--- config.mk ---
export PLATFORM = sky130hd
export DESIGN_NAME = tuner_ctrl_regs
export DESIGN_NICKNAME = d
export VERILOG_FILES = /design/src/rtl/tcr_pkg.sv /design/src/rtl/tcr_holdoff.sv /design/src/rtl/tcr_regfile.sv /design/src/rtl/tcr_decode.sv /design/src/rtl/tuner_ctrl_regs.sv
export SDC_FILE = /design/constraint.sdc
export NUM_CORES = 1
export LEC_CHECK = 0
export ABC_AREA = 1
export ABC_CLOCK_PERIOD_IN_PS = 4900
export BUFFER_PORTS_ARGS = -buffer_cell sky130_fd_sc_hd__buf_2
export CAP_MARGIN = 30
export CORE_UTILIZATION = 35
export DETAILED_ROUTE_END_ITERATION = 6
export REMOVE_ABC_BUFFERS = 1
export SLEW_MARGIN = 40
export SYNTH_ARGS = -nofsm -noshare
export SYNTH_HDL_FRONTEND = slang
export SYNTH_SLANG_ARGS = --single-unit
--- constraint.sdc ---
create_clock -name clk -period 4.9 [get_ports clk]
set_clock_uncertainty 0.2 [all_clocks]
set_input_delay 0.49 -clock clk [delete_from_list [all_inputs] [get_ports clk]]
set_output_delay 0.49 -clock clk [all_outputs]
set_load 0.02 [all_outputs]
--- src/rtl/tcr_pkg.sv ---
package tcr_pkg;
    parameter int DATA_W  = 8;
    parameter int ADDR_W  = 8;
    parameter int NUM_WR  = 15;
    parameter int NUM_RO  = 3;
    parameter int RO_BASE = 16;

    localparam int A_TEST = 7;
    localparam int A_SHDN = 8;
    localparam int A_VCO  = 9;
    localparam int A_DCOF = 11;

    typedef logic [DATA_W-1:0] byte_t;
    typedef logic [ADDR_W-1:0] addr_t;

    typedef struct packed {
        logic refbuf;
        logic pll;
        logic rf;
        logic bb;
        logic pd;
        logic bias;
    } blk_en_t;

    typedef enum logic [2:0] {
        CP_NORMAL = 3'b000,
        CP_LOWZ   = 3'b100,
        CP_SRC    = 3'b101,
        CP_SINK   = 3'b110,
        CP_HIZ    = 3'b111
    } cp_mode_e;

    typedef enum logic [2:0] {
        MX_LOCK = 3'b000,
        MX_NDIV = 3'b001,
        MX_RDIV = 3'b010
    } mux_sel_e;

    function automatic byte_t reg_default(input int idx);
        case (idx)
            0:       return byte_t'(8'h17);
            4:       return byte_t'(8'h72);
            5:       return byte_t'(8'h01);
            6:       return byte_t'(8'h0A);
            7:       return byte_t'(8'h08);
            9:       return byte_t'(8'h50);
            10:      return byte_t'(8'hF3);
            11:      return byte_t'(8'h71);
            default: return '0;
        endcase
    endfunction
endpackage

--- src/rtl/tcr_holdoff.sv ---
module tcr_holdoff #(
    parameter int HOLDOFF_CYCLES = 12500
) (
    input  logic clk,
    input  logic rst,
    output logic ready
);
    localparam int CW = $clog2(HOLDOFF_CYCLES + 1);
    localparam logic [CW-1:0] TERM = CW'(HOLDOFF_CYCLES);

    logic [CW-1:0] cnt_q;

    always_ff @(posedge clk) begin
        if (rst)
            cnt_q <= '0;
        else if (cnt_q != TERM)
            cnt_q <= cnt_q + 1'b1;
    end

    assign ready = (cnt_q == TERM);

    // once open, the write window stays open until reset
    p_ready_sticky_r2: assert property (@(posedge clk) disable iff (rst)
        ready |=> ready);
endmodule

--- src/rtl/tcr_regfile.sv ---
module tcr_regfile
    import tcr_pkg::*;
(
    input  logic                     clk,
    input  logic                     rst,
    input  logic                     wr_ok,
    input  logic                     wr_en,
    input  addr_t                    addr,
    input  byte_t                    wr_data,
    input  logic [NUM_RO-1:0][DATA_W-1:0] status_in,
    output byte_t                    rd_data,
    output logic [NUM_WR-1:0][DATA_W-1:0] regs_q
);
    for (genvar g = 0; g < NUM_WR; g++) begin : g_reg
        logic hit;
        assign hit = wr_en && wr_ok && (addr == addr_t'(g));
        always_ff @(posedge clk) begin
            if (rst)
                regs_q[g] <= reg_default(g);
            else if (hit)
                regs_q[g] <= wr_data;
        end
    end

    always_comb begin
        rd_data = '0;
        for (int i = 0; i < NUM_WR; i++)
            if (addr == addr_t'(i)) rd_data = regs_q[i];
        for (int j = 0; j < NUM_RO; j++)
            if (addr == addr_t'(RO_BASE + j)) rd_data = status_in[j];
    end

    p_hold_r2: assert property (@(posedge clk) disable iff (rst)
        (wr_en && !wr_ok) |=> $stable(regs_q));

    p_unmapped_wr_r4: assert property (@(posedge clk) disable iff (rst)
        (wr_en && addr >= addr_t'(NUM_WR)) |=> $stable(regs_q));

    p_wr_visible_r3: assert property (@(posedge clk) disable iff (rst)
        (wr_en && wr_ok && addr < addr_t'(NUM_WR))
        |=> regs_q[$past(addr[3:0])] == $past(wr_data));
endmodule

--- src/rtl/tcr_decode.sv ---
module tcr_decode
    import tcr_pkg::*;
(
    input  logic    clk,
    input  logic    rst,
    input  byte_t   test_reg,
    input  byte_t   shdn_reg,
    input  byte_t   vco_reg,
    input  byte_t   dcof_reg,
    input  logic    pll_locked,
    input  logic    ndiv_half,
    input  logic    rdiv_half,
    output blk_en_t en,
    output logic    xo_en,
    output logic    mux_out,
    output logic    cp_lowz,
    output logic    cp_src,
    output logic    cp_sink,
    output logic    cp_hiz
);
    logic sd_ref, sd_syn, sd_rf, sd_bb, sd_pd, sd_bg;
    logic others_off;
    cp_mode_e cp_mode;

    assign sd_ref = shdn_reg[6];
    assign sd_syn = shdn_reg[4];
    assign sd_rf  = shdn_reg[3];
    assign sd_bb  = shdn_reg[2];
    assign sd_pd  = shdn_reg[1];
    assign sd_bg  = shdn_reg[0];

    assign others_off = sd_ref && sd_syn && sd_rf && sd_bb && sd_pd
                        && (vco_reg[7:6] == 2'b00) && (dcof_reg[5:4] == 2'b00);

    always_comb begin
        en.refbuf = !sd_ref;
        en.pll    = !sd_syn;
        en.rf     = !sd_rf;
        en.bb     = !sd_bb;
        en.pd     = !sd_pd;
        en.bias   = !(sd_bg && others_off);
    end

    assign xo_en = !(sd_ref && sd_syn);

    always_comb begin
        case (mux_sel_e'(test_reg[2:0]))
            MX_LOCK: mux_out = !pll_locked;
            MX_NDIV: mux_out = ndiv_half;
            MX_RDIV: mux_out = rdiv_half;
            default: mux_out = 1'b0;
        endcase
    end

    assign cp_mode = cp_mode_e'(test_reg[7:5]);

    always_comb begin
        cp_lowz = 1'b0;
        cp_src  = 1'b0;
        cp_sink = 1'b0;
        cp_hiz  = 1'b0;
        case (cp_mode)
            CP_LOWZ: cp_lowz = 1'b1;
            CP_SRC:  cp_src  = 1'b1;
            CP_SINK: cp_sink = 1'b1;
            CP_HIZ:  cp_hiz  = 1'b1;
            default: ;
        endcase
    end

    p_xo_pll_r7: assert property (@(posedge clk) disable iff (rst)
        (en.pll || en.refbuf) |-> xo_en);

    p_bias_last_r8: assert property (@(posedge clk) disable iff (rst)
        !en.bias |-> (!en.refbuf && !en.pll && !en.rf && !en.bb && !en.pd && !xo_en));

    p_cp_onehot_r10: assert property (@(posedge clk) disable iff (rst)
        $onehot0({cp_lowz, cp_src, cp_sink, cp_hiz}));
endmodule

--- src/rtl/tuner_ctrl_regs.sv ---
module tuner_ctrl_regs
    import tcr_pkg::*;
#(
    parameter int HOLDOFF_CYCLES = 12500
) (
    input  logic              clk,
    input  logic              rst,
    input  logic [ADDR_W-1:0] bus_addr,
    input  logic [DATA_W-1:0] bus_wdata,
    input  logic              bus_we,
    output logic [DATA_W-1:0] bus_rdata,
    input  logic [DATA_W-1:0] status_rom,
    input  logic [DATA_W-1:0] status_chip,
    input  logic [DATA_W-1:0] status_tune,
    input  logic              pll_locked,
    input  logic              ndiv_half,
    input  logic              rdiv_half,
    output logic              en_refbuf,
    output logic              en_pll,
    output logic              en_rf,
    output logic              en_bb,
    output logic              en_pd,
    output logic              en_bias,
    output logic              xo_en,
    output logic              mux_out,
    output logic              cp_lowz,
    output logic              cp_src,
    output logic              cp_sink,
    output logic              cp_hiz
);
    logic                           wr_ok;
    logic [NUM_RO-1:0][DATA_W-1:0]  status_bus;
    logic [NUM_WR-1:0][DATA_W-1:0]  regs;
    blk_en_t                        en;

    assign status_bus = {status_tune, status_chip, status_rom};

    tcr_holdoff #(.HOLDOFF_CYCLES(HOLDOFF_CYCLES)) u_holdoff (
        .clk   (clk),
        .rst   (rst),
        .ready (wr_ok)
    );

    tcr_regfile u_regfile (
        .clk       (clk),
        .rst       (rst),
        .wr_ok     (wr_ok),
        .wr_en     (bus_we),
        .addr      (bus_addr),
        .wr_data   (bus_wdata),
        .status_in (status_bus),
        .rd_data   (bus_rdata),
        .regs_q    (regs)
    );

    tcr_decode u_decode (
        .clk        (clk),
        .rst        (rst),
        .test_reg   (regs[A_TEST]),
        .shdn_reg   (regs[A_SHDN]),
        .vco_reg    (regs[A_VCO]),
        .dcof_reg   (regs[A_DCOF]),
        .pll_locked (pll_locked),
        .ndiv_half  (ndiv_half),
        .rdiv_half  (rdiv_half),
        .en         (en),
        .xo_en      (xo_en),
        .mux_out    (mux_out),
        .cp_lowz    (cp_lowz),
        .cp_src     (cp_src),
        .cp_sink    (cp_sink),
        .cp_hiz     (cp_hiz)
    );

    assign en_refbuf = en.refbuf;
    assign en_pll    = en.pll;
    assign en_rf     = en.rf;
    assign en_bb     = en.bb;
    assign en_pd     = en.pd;
    assign en_bias   = en.bias;
endmodule

==> results of run 1 <==
[cell families (layout without fill, tap and decap cells)]
family | count (synthesis) | in the layout | share of synthesized area [%]
AO/OA/AOI/OAI | 245 | 245 | 20.8
XOR/XNOR | 1 | 1 | 0.141
adder cells (fa/ha/maj) | 2 | 2 | 0.403
buffers and inverters | 129 | 191 | 8.22
flip-flops | 134 | 134 | 43.2
AND/OR/NAND/NOR | 361 | 361 | 27.2
[registers in the layout (all words and copies together), names as in the netlist]
signal and count:
u_holdoff.cnt_q 14, u_regfile.regs_q 120
[final cells by class]
cell class	instances	area [µm²]	area share, %
Multi-Input combinational cell	609	3050	41.5
Sequential cell	134	2680	36.6
Clock buffer	20	457	6.22
Timing Repair Buffer	68	348	4.74
Inverter	91	344	4.69
Tap cell	225	282	3.84
Clock inverter	12	176	2.40
[metal layers]
layer | part of all wire [%] | global-route usage (%) | wire, µm | vias up
met5 | 0 | 0 | 0 | -
met4 | 1.6 | 7.62 | 314 | 0
met3 | 7.3 | 5.76 | 1400 | 27
met2 | 43 | 31.8 | 8270 | 226
met1 | 48 | 31.0 | 9290 | 2765
li1 | - | - | - | 3030
[placed cells by master, fill, tap and decap left out, types with 3 or more instances in the layout]
cell / n
inv_1: 88
nor2_1: 73
o21ai_0: 107
o21ai_1: 3
nor4_1: 3
clkinv_4: 3
nand2_1: 176
nand3_1: 31
clkinv_2: 3
nand3b_1: 4
nor2_4: 3
bufinv_16: 4
buf_4: 3
buf_2: 65
clkbuf_16: 17
nand4_1: 30
nor4_4: 4
dfxtp_1: 134
nor3_1: 18
a21oi_1: 108
nor3_2: 3
o211ai_1: 25
or2_2: 9
nor3_4: 5
[stage by stage]
step | total power, mW | cells | hold slack [ps] | utilization (%)
4_1_cts | 2.59 | 1159 | 89.5 | 42.3
3_3_place_gp | 1.22 | 1127 | 230 | 38.6
6_report | 2.57 | 1159 | 105 | 42.4
3_5_place_dp | 1.22 | 1127 | 227 | 38.6
5_1_grt | 2.65 | 1159 | 101 | 42.4
2_1_floorplan | 1.16 | 834 | 220 | -
[power by group]
| group | leakage, nW | total (mW) | switching [mW] | internal (mW) |
|---|---|---|---|---|
| registers | 1.08 | 1.09 | 0.00132 | 1.09 |
| logic | 1.61 | 0.104 | 0.0783 | 0.0262 |
| clock network | 0.306 | 1.38 | 0.499 | 0.878 |
[worst max-delay path, delay by kind of cell]
family | cells | cell delay [ps]
buffers and inverters | 4 | 680
AND/OR/NAND/NOR | 12 | 1590
[how the worst max path moves through the flow]
stage | startpoint | endpoint | cells after the start
CTS | bus_addr[5] | bus_rdata[3] | 14
floorplan | bus_addr[5] | bus_rdata[3] | 11
global placement | bus_addr[5] | bus_rdata[3] | 14
finish | bus_addr[5] | bus_rdata[5] | 16
detailed placement | bus_addr[5] | bus_rdata[3] | 14
global route | bus_addr[7] | bus_rdata[5] | 16
==> flow_metrics.env, run 1 <==
export IMPL_status="complete, no violations"
export IMPL_port_buffers=65
export IMPL_worstPathRequired_ps=4210
export IMPL_yosysSeqAreaShare_pct=43.2
export IMPL_r2r_slack_ps=1910
export IMPL_worst_slack_ps=1440
export IMPL_totalWireLength_um=19300
export IMPL_die_x_um=135
export IMPL_grt_max_degree=68
export IMPL_worstPathCellList="buf_2 -> nor2_1 -> nand2_1 -> buf_4 -> nor2_1 -> inv_1 -> nor2_1 -> nand2_1 -> nand3b_1 -> nand2_1 -> nand4_1 -> nor2_1 -> nand4_1 -> nand2_1 -> nand4_1 -> buf_2"
export IMPL_overflow=0
export IMPL_syn_avg_cell_area_um2=7.13
export IMPL_diodes=0
export IMPL_hold_viol_final=0
export IMPL_netlist_top_cells_count="176 x nand2_1, 134 x dfxtp_1, 108 x a21oi_1"
export IMPL_stdcell_area_um2=7340
export IMPL_antenna_found_initial=0
export IMPL_wl_per_cell_um=16.6
export IMPL_synth_cells=872
export IMPL_nets=969
export IMPL_p_per_area_nw_per_um2=351
export IMPL_cts_htree_levels=4
export IMPL_hp_start="bus_wdata[1]"
export IMPL_post_cts_setup_buffers=0
export IMPL_place_ws_ps=1480
export IMPL_area_delta_synth_final_pct=18.1
export IMPL_clock_path_buffers=2
export IMPL_rr_worst_depth=8
export IMPL_n_fill_cell=1798
export IMPL_cp_start_kind="input port"
export IMPL_die_area_um2=18300
export IMPL_path_max_fanout=16
export IMPL_grt_pass1_wl_um=29900
export IMPL_clkLatencyLatePin_ps=420
export IMPL_gp_congestion=0.921
export IMPL_dp_hpwl_um=13200
export IMPL_p_leak_nw=3.00
export IMPL_ys_types=31
export IMPL_slew_viol_final=0
export IMPL_synth_ff_type="dfxtp_1"
export IMPL_drc=0
export IMPL_setup_viol=0
export IMPL_fin_crit_ps=3460
export IMPL_syn_cell_area_um2=6210
export IMPL_synth_edf_count=0
export IMPL_cts_repair_resized=0
export IMPL_cts_tree="done"
export IMPL_ios=66
export IMPL_first_global_vias=5319
export IMPL_synthArstFlopShare_pct=0
export IMPL_rsz0062_at_grt="no"
export IMPL_ys_warnings_count=0
export IMPL_hold_buffers=0
export IMPL_period_share_pct=70.7
export IMPL_synth_top_cell_by_area="dfxtp_1"
export IMPL_layout_drive_gt1_share_pct=13.6
export IMPL_clockRootBuffer="clkbuf_16"
export IMPL_netlist_area_leader_share_pct=43.2
export IMPL_drt_vias_per_instance=5.22
export IMPL_max_slew_margin_rel_pct=41.6
export IMPL_rows=48
export IMPL_crit_type="in2out"
export IMPL_cts_buffers=17
export IMPL_r2r_end="u_regfile.regs_q[77]"
export IMPL_worstPathArrival_ps=2770
export IMPL_yosysMostFrequentCell="nand2_1"
export IMPL_ys_seq_elements=134
export IMPL_maxCapViolations=0
export IMPL_fin_setup_tns_ps=0
export IMPL_holdPathStages=3
export IMPL_regToRegStartpoint="u_holdoff.cnt_q[0]"
export IMPL_drtIter0Drc=670
export IMPL_antenna_left=0
export IMPL_firstDrtPassIters=5
export IMPL_clk_pin_slew_worst_paths_ps=60
export IMPL_tightest_slew_ps=876
export IMPL_cpPeakStageDelay_ps=400
export IMPL_track_usage_pct=21.9
export IMPL_slowest_stage="nor2_1"
export IMPL_place_area_um2=6680
export IMPL_worstHoldPathType="in2reg"
export IMPL_start_util_pct=35.9
export IMPL_chipHeight_um=135
export IMPL_core_um2=17300
export IMPL_vias=6048
export IMPL_synthTopCellsByArea="dfxtp_1 43%, nand2_1 11%, a21oi_1 8.7%"
export IMPL_fmax_mhz=289
export IMPL_ir_worst_vdd_mv=0.248
export IMPL_cts_sinks=134
export IMPL_whs_endpoint="u_regfile.regs_q[81]"
export IMPL_cp_end_kind="output port"
Power figures use the tool's default switching activity.
==> run 2, diff against run 1 <==
ABC_CLOCK_PERIOD_IN_PS = 3200   (was 4900)
clock period = 3.2 ns   (was 4.9 ns; I/O delays follow)
==> flow_metrics.env, run 2 (synthesis results as in run 1) <==
export IMPL_regToRegStartpoint="u_holdoff.cnt_q[0]"
export IMPL_r2r_slack_ps=590
export IMPL_hold_viol_final=0
export IMPL_path_common_cell="nor2_1"
export IMPL_worstHoldPathType="in2reg"
export IMPL_firstDrtPassIters=5
export IMPL_chipHeight_um=135
export IMPL_p_leak_nw=3.09
export IMPL_place_area_um2=6860
export IMPL_largest_register_ff_count=120
export IMPL_p_per_area_nw_per_um2=509
export IMPL_clk_pin_slew_worst_paths_ps=50
export IMPL_drt_vias_per_instance=5.09
export IMPL_totalWireLength_um=19000
export IMPL_fin_setup_tns_ps=0
export IMPL_ir_worst_vdd_mv=0.436
export IMPL_slew_viol_final=0
export IMPL_die_x_um=135
export IMPL_cp_start_kind="input port"
export IMPL_setup_viol=0
export IMPL_drc=0
export IMPL_post_cts_setup_buffers=0
export IMPL_vias=6040
export IMPL_fin_crit_ps=2920
export IMPL_track_usage_pct=21.5
export IMPL_grt_max_degree=110
export IMPL_period_share_pct=91.2
export IMPL_crit_type="in2out"
export IMPL_status="complete, no violations"
export IMPL_overflow=0
export IMPL_clock_path_buffers=2
export IMPL_r2r_end="u_regfile.regs_q[33]"
export IMPL_postLayoutCoreUtil_pct=43.4
export IMPL_crit_start="bus_addr[5]"
export IMPL_wl_per_cell_um=16.0
export IMPL_cts_tree="done"
export IMPL_holdPathStages=3
export IMPL_rr_worst_depth=9
export IMPL_layout_cells_most_common="nand2_1"
export IMPL_core_um2=17300
export IMPL_die_area_um2=18300
export IMPL_n_fill_cell=1802
export IMPL_place_ws_ps=302
export IMPL_layout_drive_gt1_share_pct=15.1
export IMPL_nets=997
export IMPL_rsz0062_at_grt="no"
export IMPL_gp_congestion=0.913
export IMPL_rows=48
export IMPL_start_util_pct=35.9
export IMPL_clockRootBuffer="clkbuf_16"
export IMPL_drtIter0Drc=549
export IMPL_cp_end_kind="output port"
export IMPL_layout_common_cells="176 x nand2_1, 134 x dfxtp_1, 108 x a21oi_1"
export IMPL_worstPathArrival_ps=2400
export IMPL_slowest_stage="buf_4"
export IMPL_area_delta_synth_final_pct=20.8
export IMPL_max_slew_margin_rel_pct=43.7
export IMPL_cts_htree_levels=4
export IMPL_cts_repair_resized=0
export IMPL_worst_slack_ps=281
export IMPL_worstPathRequired_ps=2680
export IMPL_hp_start="bus_wdata[0]"
export IMPL_antenna_found_initial=0
export IMPL_cpPeakStageDelay_ps=220
export IMPL_maxCapViolations=0
export IMPL_stdcell_area_um2=7510
export IMPL_tightest_slew_ps=843
export IMPL_worstPathCellList="buf_2 -> nor2_1 -> nand2_1 -> buf_4 -> nor2_1 -> buf_4 -> nand2_1 -> nand3_1 -> nor2_1 -> nand3_1 -> nand2_1 -> nand4_1 -> nor2_1 -> nand4_1 -> nor2_1 -> nand4_1 -> buf_2"
export IMPL_totalPowerFinal_mw=3.82
export IMPL_path_max_fanout=6
export IMPL_port_buffers=65
export IMPL_cts_sinks=134
export IMPL_first_global_vias=5471
export IMPL_whs_endpoint="u_regfile.regs_q[80]"
export IMPL_grt_pass1_wl_um=29600
export IMPL_cts_buffers=17
export IMPL_clkLatencyLatePin_ps=430
export IMPL_reg_top3="u_regfile.regs_q (120), u_holdoff.cnt_q (14)"
export IMPL_antenna_left=0
export IMPL_largest_register="u_regfile.regs_q"
export IMPL_ios=66
export IMPL_diodes=0
export IMPL_dp_hpwl_um=13100
export IMPL_fmax_mhz=343
run 2: cell count changes in the layout (fill, tap and decap cells not counted), sizes merged:
cell,before,now
bufinv,4,2
clkinv,7,3
clkinvlp,2,3
clkbuf,20,25
buf,68,91
dlygate4sd3,0,5
run 2: worst max path at each step:
stage                    to  slack (ps)  depth (start not counted)
2_1_floorplan  bus_rdata[3]         470                         11
3_3_place_gp   bus_rdata[6]         290                         17
3_5_place_dp   bus_rdata[6]         300                         17
4_1_cts        bus_rdata[6]         300                         17
5_1_grt        bus_rdata[6]          30                         17
6_report       bus_rdata[0]         280                         17
run 2: through the flow:
step	instances	hold WS (ps)
final	1187	15.8
after CTS	1187	7.08
after global routing	1187	1.53
after detailed placement	1150	229
after floorplan	834	189
after global placement	1150	225
run 2: what timing repair did:
action                                 4_1_cts  5_1_grt
setup endpoints to repair                    0        0
endpoints found under the hold margin       10        0
hold buffers                                 5        0
run 2: final cells by class:
class | count | area [µm²] | area share, %
flip-flops and latches | 134 | 2680 | 35.7
inverters | 91 | 342 | 4.55
repair buffers | 96 | 583 | 7.77
clock buffers | 25 | 505 | 6.73
well taps | 225 | 282 | 3.75
clock inverters | 7 | 92.6 | 1.23
multi-input cells | 609 | 3020 | 40.2
run 2: routing by layer:
metal | track usage (%) | wire length [µm] | up-vias | part of all wire (%)
met3 | 4.49 | 1140 | 20 | 6.0
met5 | 0 | 0 | - | 0
met2 | 32.1 | 8340 | 178 | 44
met1 | 31.0 | 9260 | 2759 | 49
li1 | - | - | 3083 | -
met4 | 5.81 | 257 | 0 | 1.4
run 2: power by group:
part | internal (mW) | switching [mW] | leakage [nW]
Combinational | 0.0486 | 0.118 | 1.73
Sequential | 1.67 | 0.00209 | 1.08
Clock | 1.25 | 0.730 | 0.286
Total | 2.97 | 0.851 | 3.09
run 2: worst max-delay path, delay by kind of cell:
family                 cells  cell delay (ps)
buffers and inverters      4              660
AND/OR/NAND/NOR           13             1430
==> run 3, diff against run 2 <==
CORE_ASPECT_RATIO = 0.9   (was not set)
CTS_BUF_LIST = sky130_fd_sc_hd__clkbuf_4   (was not set)
==> flow_metrics.env, run 3 (synthesis results as in run 1) <==
export IMPL_area_delta_synth_final_pct=16.8
export IMPL_gp_congestion=0.905
export IMPL_nets=1003
export IMPL_grt_max_degree=74
export IMPL_critPathBufInv=4
export IMPL_worstHoldPathType="in2reg"
export IMPL_status="complete, no violations"
export IMPL_post_cts_setup_buffers=0
export IMPL_overflow=0
export IMPL_start_util_pct=36.3
export IMPL_layout_drive_gt1_share_pct=15.5
export IMPL_fin_setup_tns_ps=0
export IMPL_period_share_pct=89.8
export IMPL_p_leak_nw=2.98
export IMPL_chipHeight_um=128
export IMPL_hold_viol_final=0
export IMPL_regToRegStartpoint="u_holdoff.cnt_q[0]"
export IMPL_drtIter0Drc=585
export IMPL_drc=0
export IMPL_rsz0062_at_grt="no"
export IMPL_worstPathCellList="buf_2 -> nor2_1 -> nand2_1 -> buf_4 -> inv_1 -> nand2_1 -> nor2_1 -> nor2_1 -> nand4_1 -> nand2_1 -> nand4_1 -> nor2_1 -> nand4_1 -> nand2_1 -> nand3_1 -> buf_2"
export IMPL_wl_per_cell_um=15.3
export IMPL_largest_register_ff_count=120
export IMPL_clockRootBuffer="clkbuf_4"
export IMPL_rows=45
export IMPL_antenna_left=0
export IMPL_cp_end_kind="output port"
export IMPL_place_area_um2=6900
export IMPL_track_usage_pct=20.9
export IMPL_cts_sinks=134
export IMPL_r2r_slack_ps=560
export IMPL_first_global_vias=5403
export IMPL_slew_viol_final=0
export IMPL_cts_htree_levels=4
export IMPL_reg_top3="u_regfile.regs_q (120), u_holdoff.cnt_q (14)"
export IMPL_clock_path_buffers=2
export IMPL_worstPathArrival_ps=2350
export IMPL_largest_register="u_regfile.regs_q"
export IMPL_hp_start="bus_wdata[7]"
export IMPL_clk_pin_slew_worst_paths_ps=120
export IMPL_fin_crit_ps=2870
export IMPL_die_area_um2=18300
export IMPL_port_buffers=65
export IMPL_tightest_slew_ps=782
export IMPL_drt_vias_per_instance=5.01
export IMPL_antenna_found_initial=1
export IMPL_slowest_stage="nand2_1"
export IMPL_cts_buffers=17
export IMPL_crit_type="in2out"
export IMPL_worstPathRequired_ps=2680
export IMPL_ios=66
export IMPL_fmax_mhz=348
export IMPL_setup_viol=0
export IMPL_path_max_fanout=15
export IMPL_cp_start_kind="input port"
export IMPL_cts_tree="done"
export IMPL_vias=6038
export IMPL_layout_cells_most_common="nand2_1"
export IMPL_totalWireLength_um=18400
export IMPL_max_slew_margin_rel_pct=47.8
export IMPL_p_per_area_nw_per_um2=416
export IMPL_dp_hpwl_um=12800
export IMPL_cpLargestDelayFamily="simple AND/OR/NAND/NOR gates"
export IMPL_clkLatencyLatePin_ps=510
export IMPL_core_um2=17100
export IMPL_cpPeakStageDelay_ps=290
export IMPL_ir_worst_vdd_mv=0.189
export IMPL_die_x_um=142
export IMPL_postLayoutCoreUtil_pct=42.4
export IMPL_crit_start="bus_addr[5]"
export IMPL_firstDrtPassIters=5
export IMPL_layout_common_cells="176 x nand2_1, 134 x dfxtp_1, 108 x a21oi_1"
export IMPL_maxCapViolations=0
export IMPL_stdcell_area_um2=7260
export IMPL_grt_pass1_wl_um=29200
-- run 3: cell count changes in the layout (fill, tap and decap cells not counted), sizes merged --
cell         before  now
buf              91   96
clkbuf           25   19
dlygate4sd3       5    6
clkinvlp          3    5
diode             0    1
clkinv            3    5
inv              90   91
bufinv            2    3
-- run 3: report_power, final --
part           switching [mW]  internal (mW)  total [mW]
clock network           0.635          0.554        1.19
registers             0.00205           1.67        1.67
logic                   0.112         0.0476       0.160
total                   0.749           2.27        3.02
-- run 3: metrics by stage --
stage	setup WS (ps)	hold WS, ps	std cells	power (mW)
after detailed placement	381	230	1165	1.86
final	325	209	1204	3.02
after floorplan	466	189	834	1.78
after CTS	374	154	1203	3.05
after global routing	150	176	1204	3.14
after global placement	366	225	1165	1.86
-- run 3: worst min-delay path: stages --
cell     delay [ps]
buf_2            70
inv_1           280
a21oi_1         220
-- run 3: path summary, 6_finish.rpt --
| path | end | depth (start not counted) |
|---|---|---|
| setup / recovery | bus_rdata[7] | 16 |
| hold / removal | u_regfile.regs_q[79] | 3 |
| setup reg to reg | u_regfile.regs_q[7] | 9 |
| hold reg to reg | u_holdoff.cnt_q[11] | 1 |
-- run 3: what timing repair did --
action                     in CTS  in global routing
setup endpoints to repair       0                  0
hold buffers                    6                  0
resized for setup               0                  0
hold endpoints to repair       14                  0
-- run 3: layout make-up --
| class | count | area (µm²) |
|---|---|---|
| flip-flops and latches | 134 | 2680 |
| repair buffers | 102 | 618 |
| well taps | 235 | 294 |
| inverters | 91 | 342 |
| diodes | 1 | 2.50 |
| clock inverters | 13 | 156 |
| multi-input cells | 609 | 3020 |
| clock buffers | 19 | 143 |
| fillers | 1801 | 9860 |
-- run 3: per-layer routing --
layer,up-vias,GRT usage (%),wire (µm)
met5,-,0,0
met4,0,5.44,170
met3,14,3.87,1190
met2,190,29.7,7680
met1,2736,31.8,9400
li1,3098,-,-
